==> config.mk <==
export PLATFORM = sky130hd
export DESIGN_NAME = lpc_fwh_decode
export DESIGN_NICKNAME = d
export VERILOG_FILES = /design/src/rtl/lpc_dec_pkg.sv /design/src/rtl/lpc_cfg_regs.sv /design/src/rtl/lpc_io_match.sv /design/src/rtl/lpc_mem_match.sv /design/src/rtl/lpc_fwh_decode.sv
export SDC_FILE = /design/constraint.sdc
export NUM_CORES = 1
export LEC_CHECK = 0
export BUFFER_PORTS_ARGS = -buffer_cell sky130_fd_sc_hd__buf_2
export CAP_MARGIN = 20
export CORE_ASPECT_RATIO = 0.8
export CORE_MARGIN = 2
export CORE_UTILIZATION = 47
export DETAILED_ROUTE_END_ITERATION = 10
export GPL_ROUTABILITY_DRIVEN = 0
export PLACE_DENSITY = 0.95
export SLEW_MARGIN = 30
export SYNTH_ARGS = -nofsm -noshare
export SYNTH_HDL_FRONTEND = slang
export SYNTH_HIERARCHICAL = 1
export SYNTH_SLANG_ARGS = --single-unit
export TNS_END_PERCENT = 100
==> constraint.sdc <==
create_clock -name clk -period 1.8 [get_ports clk]
set_input_delay 0.09 -clock clk [delete_from_list [all_inputs] [get_ports clk]]
set_output_delay 0.09 -clock clk [all_outputs]
set_load 0.02 [all_outputs]
==> src/rtl/lpc_dec_pkg.sv <==
package lpc_dec_pkg;
  localparam int IO_W   = 16;
  localparam int FWH_W  = 8;
  localparam int ADDR_W = 32;
  localparam int PORT_W = 16;

  // Bits of the I/O enable register that hold state (15:13 are reserved)
  localparam logic [IO_W-1:0] IO_KEEP_MASK = 16'h1FFF;

  // Does a 16-bit port address match the fixed legacy decode tied to enable bit b?
  function automatic logic io_bit_hit(input int b, input logic [PORT_W-1:0] p);
    case (b)
      12: io_bit_hit = (p == 16'h004E) || (p == 16'h004F);
      11: io_bit_hit = (p == 16'h002E) || (p == 16'h002F);
      10: io_bit_hit = (p == 16'h0062) || (p == 16'h0066);
      8:  io_bit_hit = (p == 16'h0060) || (p == 16'h0064);
      7:  io_bit_hit = (p[15:4] == 12'h020);
      6:  io_bit_hit = (p[15:2] == 14'h00E2);
      default: io_bit_hit = 1'b0;
    endcase
  endfunction

  // Aligned window test: address bits above lsb equal a tag
  function automatic logic win_hit(input logic [ADDR_W-1:0] a, input int lsb,
                                   input logic [ADDR_W-1:0] tag);
    win_hit = ((a >> lsb) == tag);
  endfunction
endpackage

==> src/rtl/lpc_cfg_regs.sv <==
module lpc_cfg_regs
  import lpc_dec_pkg::*;
(
  input  logic             clk,
  input  logic             rst_n,
  input  logic             pwr_good,
  input  logic             frame_strap,
  input  logic             cfg_we,
  input  logic             cfg_sel,
  input  logic [1:0]       cfg_be,
  input  logic [IO_W-1:0]  cfg_wdata,
  output logic [IO_W-1:0]  io_en,
  output logic [FWH_W-1:0] fwh_en,
  output logic             pg_rise
);
  logic pg_q;
  logic wr_io, wr_fwh;

  assign pg_rise = pwr_good & ~pg_q;
  assign wr_io   = cfg_we & ~cfg_sel;
  assign wr_fwh  = cfg_we &  cfg_sel & cfg_be[0];

  always_ff @(posedge clk or negedge rst_n) begin
    if (!rst_n) pg_q <= 1'b0;
    else        pg_q <= pwr_good;
  end

  // I/O enables: byte-lane writes, reserved bits masked off
  genvar g;
  generate
    for (g = 0; g < IO_W/8; g++) begin : g_lane
      always_ff @(posedge clk or negedge rst_n) begin
        if (!rst_n)
          io_en[g*8 +: 8] <= '0;
        else if (wr_io && cfg_be[g])
          io_en[g*8 +: 8] <= cfg_wdata[g*8 +: 8] & IO_KEEP_MASK[g*8 +: 8];
      end
    end
  endgenerate

  // Firmware-hub enables: the strap load at the power-good rise beats a write
  always_ff @(posedge clk or negedge rst_n) begin
    if (!rst_n)
      fwh_en <= '0;
    else if (pg_rise)
      fwh_en <= frame_strap ? '0 : '1;
    else if (wr_fwh)
      fwh_en <= cfg_wdata[FWH_W-1:0];
  end
endmodule

==> src/rtl/lpc_io_match.sv <==
module lpc_io_match
  import lpc_dec_pkg::*;
(
  input  logic [IO_W-1:0]   io_en,
  input  logic              cyc_io,
  input  logic [PORT_W-1:0] port,
  output logic              io_hit
);
  logic [IO_W-1:0] bit_hit;

  genvar i;
  generate
    for (i = 0; i < IO_W; i++) begin : g_bit
      assign bit_hit[i] = io_en[i] & io_bit_hit(i, port);
    end
  endgenerate

  assign io_hit = cyc_io & (|bit_hit);
endmodule

==> src/rtl/lpc_mem_match.sv <==
module lpc_mem_match
  import lpc_dec_pkg::*;
(
  input  logic [1:0]        win_en,   // [1] = high 512 KB window, [0] = next 512 KB down
  input  logic              cyc_io,
  input  logic [ADDR_W-1:0] addr,
  output logic              fwh_hit,
  output logic              reg_hit
);
  localparam int BLK_LSB = 19;  // 512 KB granule
  localparam int SHD_LSB = 17;  // 128 KB shadow granule

  logic top_mem, top_shd, top_reg, low_mem, low_reg;

  assign top_mem = win_hit(addr, BLK_LSB, 32'h1FFF);
  assign top_shd = win_hit(addr, SHD_LSB, 32'h0007);
  assign top_reg = win_hit(addr, BLK_LSB, 32'h1FF7);
  assign low_mem = win_hit(addr, BLK_LSB, 32'h1FFE);
  assign low_reg = win_hit(addr, BLK_LSB, 32'h1FF6);

  assign fwh_hit = ~cyc_io & ((win_en[1] & (top_mem | top_shd)) | (win_en[0] & low_mem));
  assign reg_hit = ~cyc_io & ((win_en[1] & top_reg) | (win_en[0] & low_reg));
endmodule

==> src/rtl/lpc_fwh_decode.sv <==
module lpc_fwh_decode
  import lpc_dec_pkg::*;
(
  input  logic              clk,
  input  logic              rst_n,
  input  logic              pwr_good,
  input  logic              frame_strap,
  input  logic              cfg_we,
  input  logic              cfg_sel,
  input  logic [1:0]        cfg_be,
  input  logic [IO_W-1:0]   cfg_wdata,
  output logic [IO_W-1:0]   cfg_rdata,
  input  logic              cyc_io,
  input  logic [ADDR_W-1:0] cyc_addr,
  output logic              hit_lpc,
  output logic              hit_fwh,
  output logic              hit_reg
);
  logic [IO_W-1:0]  io_en;
  logic [FWH_W-1:0] fwh_en;
  logic             pg_rise;
  logic             io_hit;

  lpc_cfg_regs u_regs (
    .clk(clk), .rst_n(rst_n), .pwr_good(pwr_good), .frame_strap(frame_strap),
    .cfg_we(cfg_we), .cfg_sel(cfg_sel), .cfg_be(cfg_be), .cfg_wdata(cfg_wdata),
    .io_en(io_en), .fwh_en(fwh_en), .pg_rise(pg_rise)
  );

  lpc_io_match u_io (
    .io_en(io_en), .cyc_io(cyc_io), .port(cyc_addr[PORT_W-1:0]), .io_hit(io_hit)
  );

  lpc_mem_match u_mem (
    .win_en(fwh_en[FWH_W-1:FWH_W-2]), .cyc_io(cyc_io), .addr(cyc_addr),
    .fwh_hit(hit_fwh), .reg_hit(hit_reg)
  );

  assign cfg_rdata = cfg_sel ? {{(IO_W-FWH_W){1'b0}}, fwh_en} : io_en;
  assign hit_lpc   = io_hit | hit_fwh | hit_reg;
endmodule

Word-level counts from Yosys, hierarchy flattened

Cells that the tools add are included.

Bits in registers: 22
Bits of input ports: 57
Output and inout bits: 19
Logic and storage cells: 56

Equality and inequality tests: 15
Mux-type cells: 4
Bitwise operators: 25
Reductions and logical operators: 8

Operators with widths:

| kind                                                 | count |
|---|---|
| equality test 16 x 7 -> 1 bit, second input constant | 6 |
| equality test 13 bit, second input constant          | 4 |
| equality test 16 x 6 -> 1 bit, second input constant | 2 |
| two-way mux 8 bit                                    | 3 |
| AND 1 bit                                            | 17 |
| equality test 15 x 3 -> 1 bit, second input constant | 1 |
| equality test 14 x 8 -> 1 bit, second input constant | 1 |
| two-way mux 13 bit                                   | 1 |
| equality test 12 x 6 -> 1 bit, second input constant | 1 |
| OR reduction 6 bit                                   | 1 |
| bitwise OR 1 bit                                     | 5 |
| logical OR 1 bit                                     | 4 |
| inverter 1 bit                                       | 3 |
| logical AND 1 bit                                    | 2 |
| nonzero test 2 bit                                   | 1 |

Logic depth before layout (Yosys ltp)

Word-level depth: 7
Depth in mapped cells: 5

By module

Netlist, hierarchy kept.

Modules (own cells, without submodules):

| module         | times used | cells an instance | area an instance (um^2) |
|---|---|---|---|
| lpc_cfg_regs   | 1          | 73                | 912.1 |
| lpc_fwh_decode | 1          | 19                | 200.2 |
| lpc_io_match   | 1          | 18                | 121.4 |
| lpc_mem_match  | 1          | 14                | 107.6 |

Least setup slack after synthesis

Ideal clock, no wire load.

Path kind: flip-flop to output port
Start point: reg u_regs.fwh_en[7]
End point: out hit_lpc
Data arrival time: 1665 ps
Required time: 1710 ps
Setup slack: 45 ps
Stages on the path, launching flop included: 5
Cell sequence: dfrtp_1 > nor4b_1 > nand4_1 > o32ai_1 > or3_1

Word-level cells in the longest chain between the ends: 5

Ends and longest elaborated chain:

| item                           | RTL line             | text |
|---|---|---|
| start, declared                | lpc_cfg_regs.sv:13   | `output logic [FWH_W-1:0] fwh_en,` |
| start signal, assigned         | lpc_cfg_regs.sv:46   | `fwh_en <= frame_strap ? '0 : '1;` |
| start signal, assigned         | lpc_cfg_regs.sv:48   | `fwh_en <= cfg_wdata[FWH_W-1:0];` |
| AND 1 bit                      | lpc_mem_match.sv:21  | `assign fwh_hit = ~cyc_io & ((win_en[1] & (top_mem \| top_shd)) \| (win_en[0] & low_mem));` |
| bitwise OR 1 bit               | lpc_mem_match.sv:21  |  |
| AND 1 bit                      | lpc_mem_match.sv:21  |  |
| net hit_fwh                    | lpc_fwh_decode.sv:16 | `output logic hit_fwh,` |
| bitwise OR 1 bit (2 in series) | lpc_fwh_decode.sv:40 | `assign hit_lpc = io_hit \| hit_fwh \| hit_reg;` |
| end, declared                  | lpc_fwh_decode.sv:15 | `output logic hit_lpc,` |

The timed path passes the listed nets, and every way through them passes these cells.

Final worst setup path

Start point: reg u_regs.fwh_en[7]
End point: out hit_lpc

Word-level cells in the longest chain between the ends: 5

Ends and longest elaborated chain:

| item                 | RTL line |
|---|---|
| AND 1 bit            | lpc_mem_match.sv:21 |
| bitwise OR 1 bit     | lpc_mem_match.sv:21 |
| AND 1 bit            | lpc_mem_match.sv:21 |
| bitwise OR 1 bit     | lpc_fwh_decode.sv:40 |
| bitwise OR 1 bit (*) | lpc_fwh_decode.sv:40 |

Mark *: on every way between the ends. The rest lies on a longest branch, timed or not.

==> flow_summary.toml <==
[detailed_routing]
via_count = 1234
via_per_inst = 5.16
drcViolationCount = 0
first_iter_violations = 33
antenna_left = 0
finalWirelength_mm = 3.35
wl_per_cell_um = 14.0
first_pass_iters = 4

[logic_synthesis]
netlist_area_um2 = 1340
syn_area_per_cell_um2 = 10.8
yosysWarnings = 6
synth-edff-count = 0
synth_seq_area_share_pct = 41.0
synthCells = 124
synthFlopType = "dfrtp_1"
synth_seq_cells = 22
async_flop_share_pct = 100
ys_types = 34

[cells_and_area]
final_common_cell = "buf_2"
layout_common_cells = "buf_2, dfrtp_1, mux2_2"
antenna_cells = 0
drive_above_1_share_pct = 55.7
fin_area_um2 = 1860
final_nets = 259
area_delta_synth_final_pct = 38.7
final_util_pct = 67.8

[hold_path]
hold_start = "cfg_wdata[4]"
hold_depth = 2
hp-class = "in -> reg"
hold_end = "u_regs/io_en[4]$_DFFE_PN0P_"

[clock_network]
h-tree-depth = 1
cts_max_path_buffers = 2
cts_buffers = 3
root_buffer = "clkbuf_4"
clock_latency_ps = 310
clk_pin_slew_ps = 120
tritoncts = "yes"
cts_sinks = 22

[setup_path]
crit_cells = 5
path_delay_family = "simple AND/OR/NAND/NOR gates"
worstPathArrival_ps = 1660
worst_r2r_endpoint = "u_regs/fwh_en[0]$_DFFE_PN0P_"
reg2reg_slack_ps = 430
worstRegToRegCells = 3
critPathCaptureType = "output port"
cp-start-kind = "flip-flop"
path_cells = "mux2i_1 -> or4_4 -> o32ai_4 -> or3_1 -> buf_6"
cpMaxStageDelayCell = "or4_4"
criticalPathCategory = "reg -> out"
r2r_start = "u_regs/pg_q$_DFF_PN0_"
crit_fanout = 3
crit_required_ps = 1710
path_buf_inv = 1
max_stage_delay_ps = 440

[global_route]
grt_pass1_vias = 1141
grt_max_degree = 23
antenna_found_initial = 0
track_usage_pct = 21.0
overflow = 0
grt_pass1_wl_mm = 5.23

[timing]
finalClockSkew_ps = 5.35
finalSetupViolCount = 0
fmax_mhz = 571
fin_ws_ps = 48.6
finalHoldViolations = 0
min_period_ps = 1750
period_share_pct = 97.3
drv_slew = 0
grt_setup_unrepaired = "true"
whs_ps = 15.0

[placement]
dpl.hpwl_mm = 2.44
placed_area_um2 = 1680
io_buffers = 68
place_ws_ps = 271

[flow_run]
max_cap_violations = 0

[floorplan]
die_w_um = 63.7
io_pins = 76
chipHeight_um = 51.8
die-area_um2 = 3300
start_util_pct = 48.9
core_um2 = 2740
row_count = 17

[status]
outcome = "finished clean"

[pwr]
p_per_area_nw_per_um2 = 772
p_leak_nw = 0.890
ir_worst_vdd_mv = 0.689
power breakdown:
part	leakage (nW)	internal, mW	total [mW]	switching [mW]
combinational	0.599	0.220	0.433	0.212
clock	0.0279	0.225	0.378	0.153
sequential	0.263	0.578	0.626	0.0478
sequential cells by signal, summed over array words and instances (netlist names):
register,cells
u_regs/fwh_en,8
u_regs/io_en,13
u_regs/pg_q,1
cells in the mapped netlist (2+ instances only):
master | instances | area (um2)
nand3_1 | 9 | 45.0
inv_1 | 2 | 7.51
a21oi_1 | 2 | 10.0
o21ai_1 | 10 | 50.1
dfrtp_1 | 22 | 551
nand3b_1 | 3 | 22.5
nand2_1 | 3 | 11.3
o21ai_0 | 8 | 40.0
mux2_4 | 2 | 30.0
mux2i_1 | 2 | 20.0
nor2_1 | 4 | 15.0
and2b_2 | 9 | 78.8
buf_4 | 3 | 22.5
nand4_1 | 3 | 18.8
nor4b_1 | 3 | 26.3
nor4_1 | 2 | 12.5
buf_6 | 2 | 22.5
mux2_2 | 19 | 214
cell families (layout without fill, tap and decap cells):
| group | after synthesis | count (layout) | share of synthesized area (%) |
|---|---|---|---|
| AND/OR/NAND/NOR | 48 | 48 | 25.5 |
| multiplexers | 23 | 23 | 19.7 |
| flip-flops | 22 | 22 | 41.0 |
| AO/OA/AOI/OAI | 21 | 21 | 8.12 |
| buffers and inverters | 9 | 84 | 5.41 |
| other | 1 | 3 | 0.280 |
cell type report:
cell class | count | area, um2
Sequential cell | 22 | 551
Clock inverter | 1 | 30.0
Multi-Input combinational cell | 95 | 763
Fill cell | 224 | 883
Timing Repair Buffer | 78 | 439
Tap cell | 38 | 47.5
Clock buffer | 3 | 22.5
Inverter | 2 | 7.51
metrics by stage:
stage               TNS, ps  std cells  power, mW
floorplan                 0        126      0.888
global placement          0        226       1.02
detailed placement        0        226       1.04
CTS                       0        237       1.43
global route           -102        239       1.51
finish                    0        239       1.44
routing by layer:
metal	vias to the layer above	track usage (%)	part of all wire (%)
met5	-	0	0
met4	0	5.43	1.1
met3	5	4.55	7.2
met2	58	38.2	50
met1	561	25.5	41
li1	610	-	-
worst max-delay path by stage:
stage	end	slack (ps)	from
global placement	hit_lpc	310	u_regs/fwh_en[7]$_DFFE_PN0P_
CTS	hit_lpc	3	u_regs/fwh_en[6]$_DFFE_PN0P_
global route	hit_lpc	-80	u_regs/fwh_en[7]$_DFFE_PN0P_
finish	hit_lpc	50	u_regs/fwh_en[7]$_DFFE_PN0P_
floorplan	hit_lpc	50	u_regs/fwh_en[7]$_DFFE_PN0P_
detailed placement	hit_lpc	270	u_regs/fwh_en[7]$_DFFE_PN0P_
timing repair:
action / CTS / global route
hold endpoints to repair: 27 / 1
pin swaps: 0 / 3
buffers inserted: 1 / 1
setup endpoints to repair: 2 / 2
resized for setup: 2 / 5
hold buffers: 6 / 1
No activity file was read; power rests on OpenSTA's default activity.
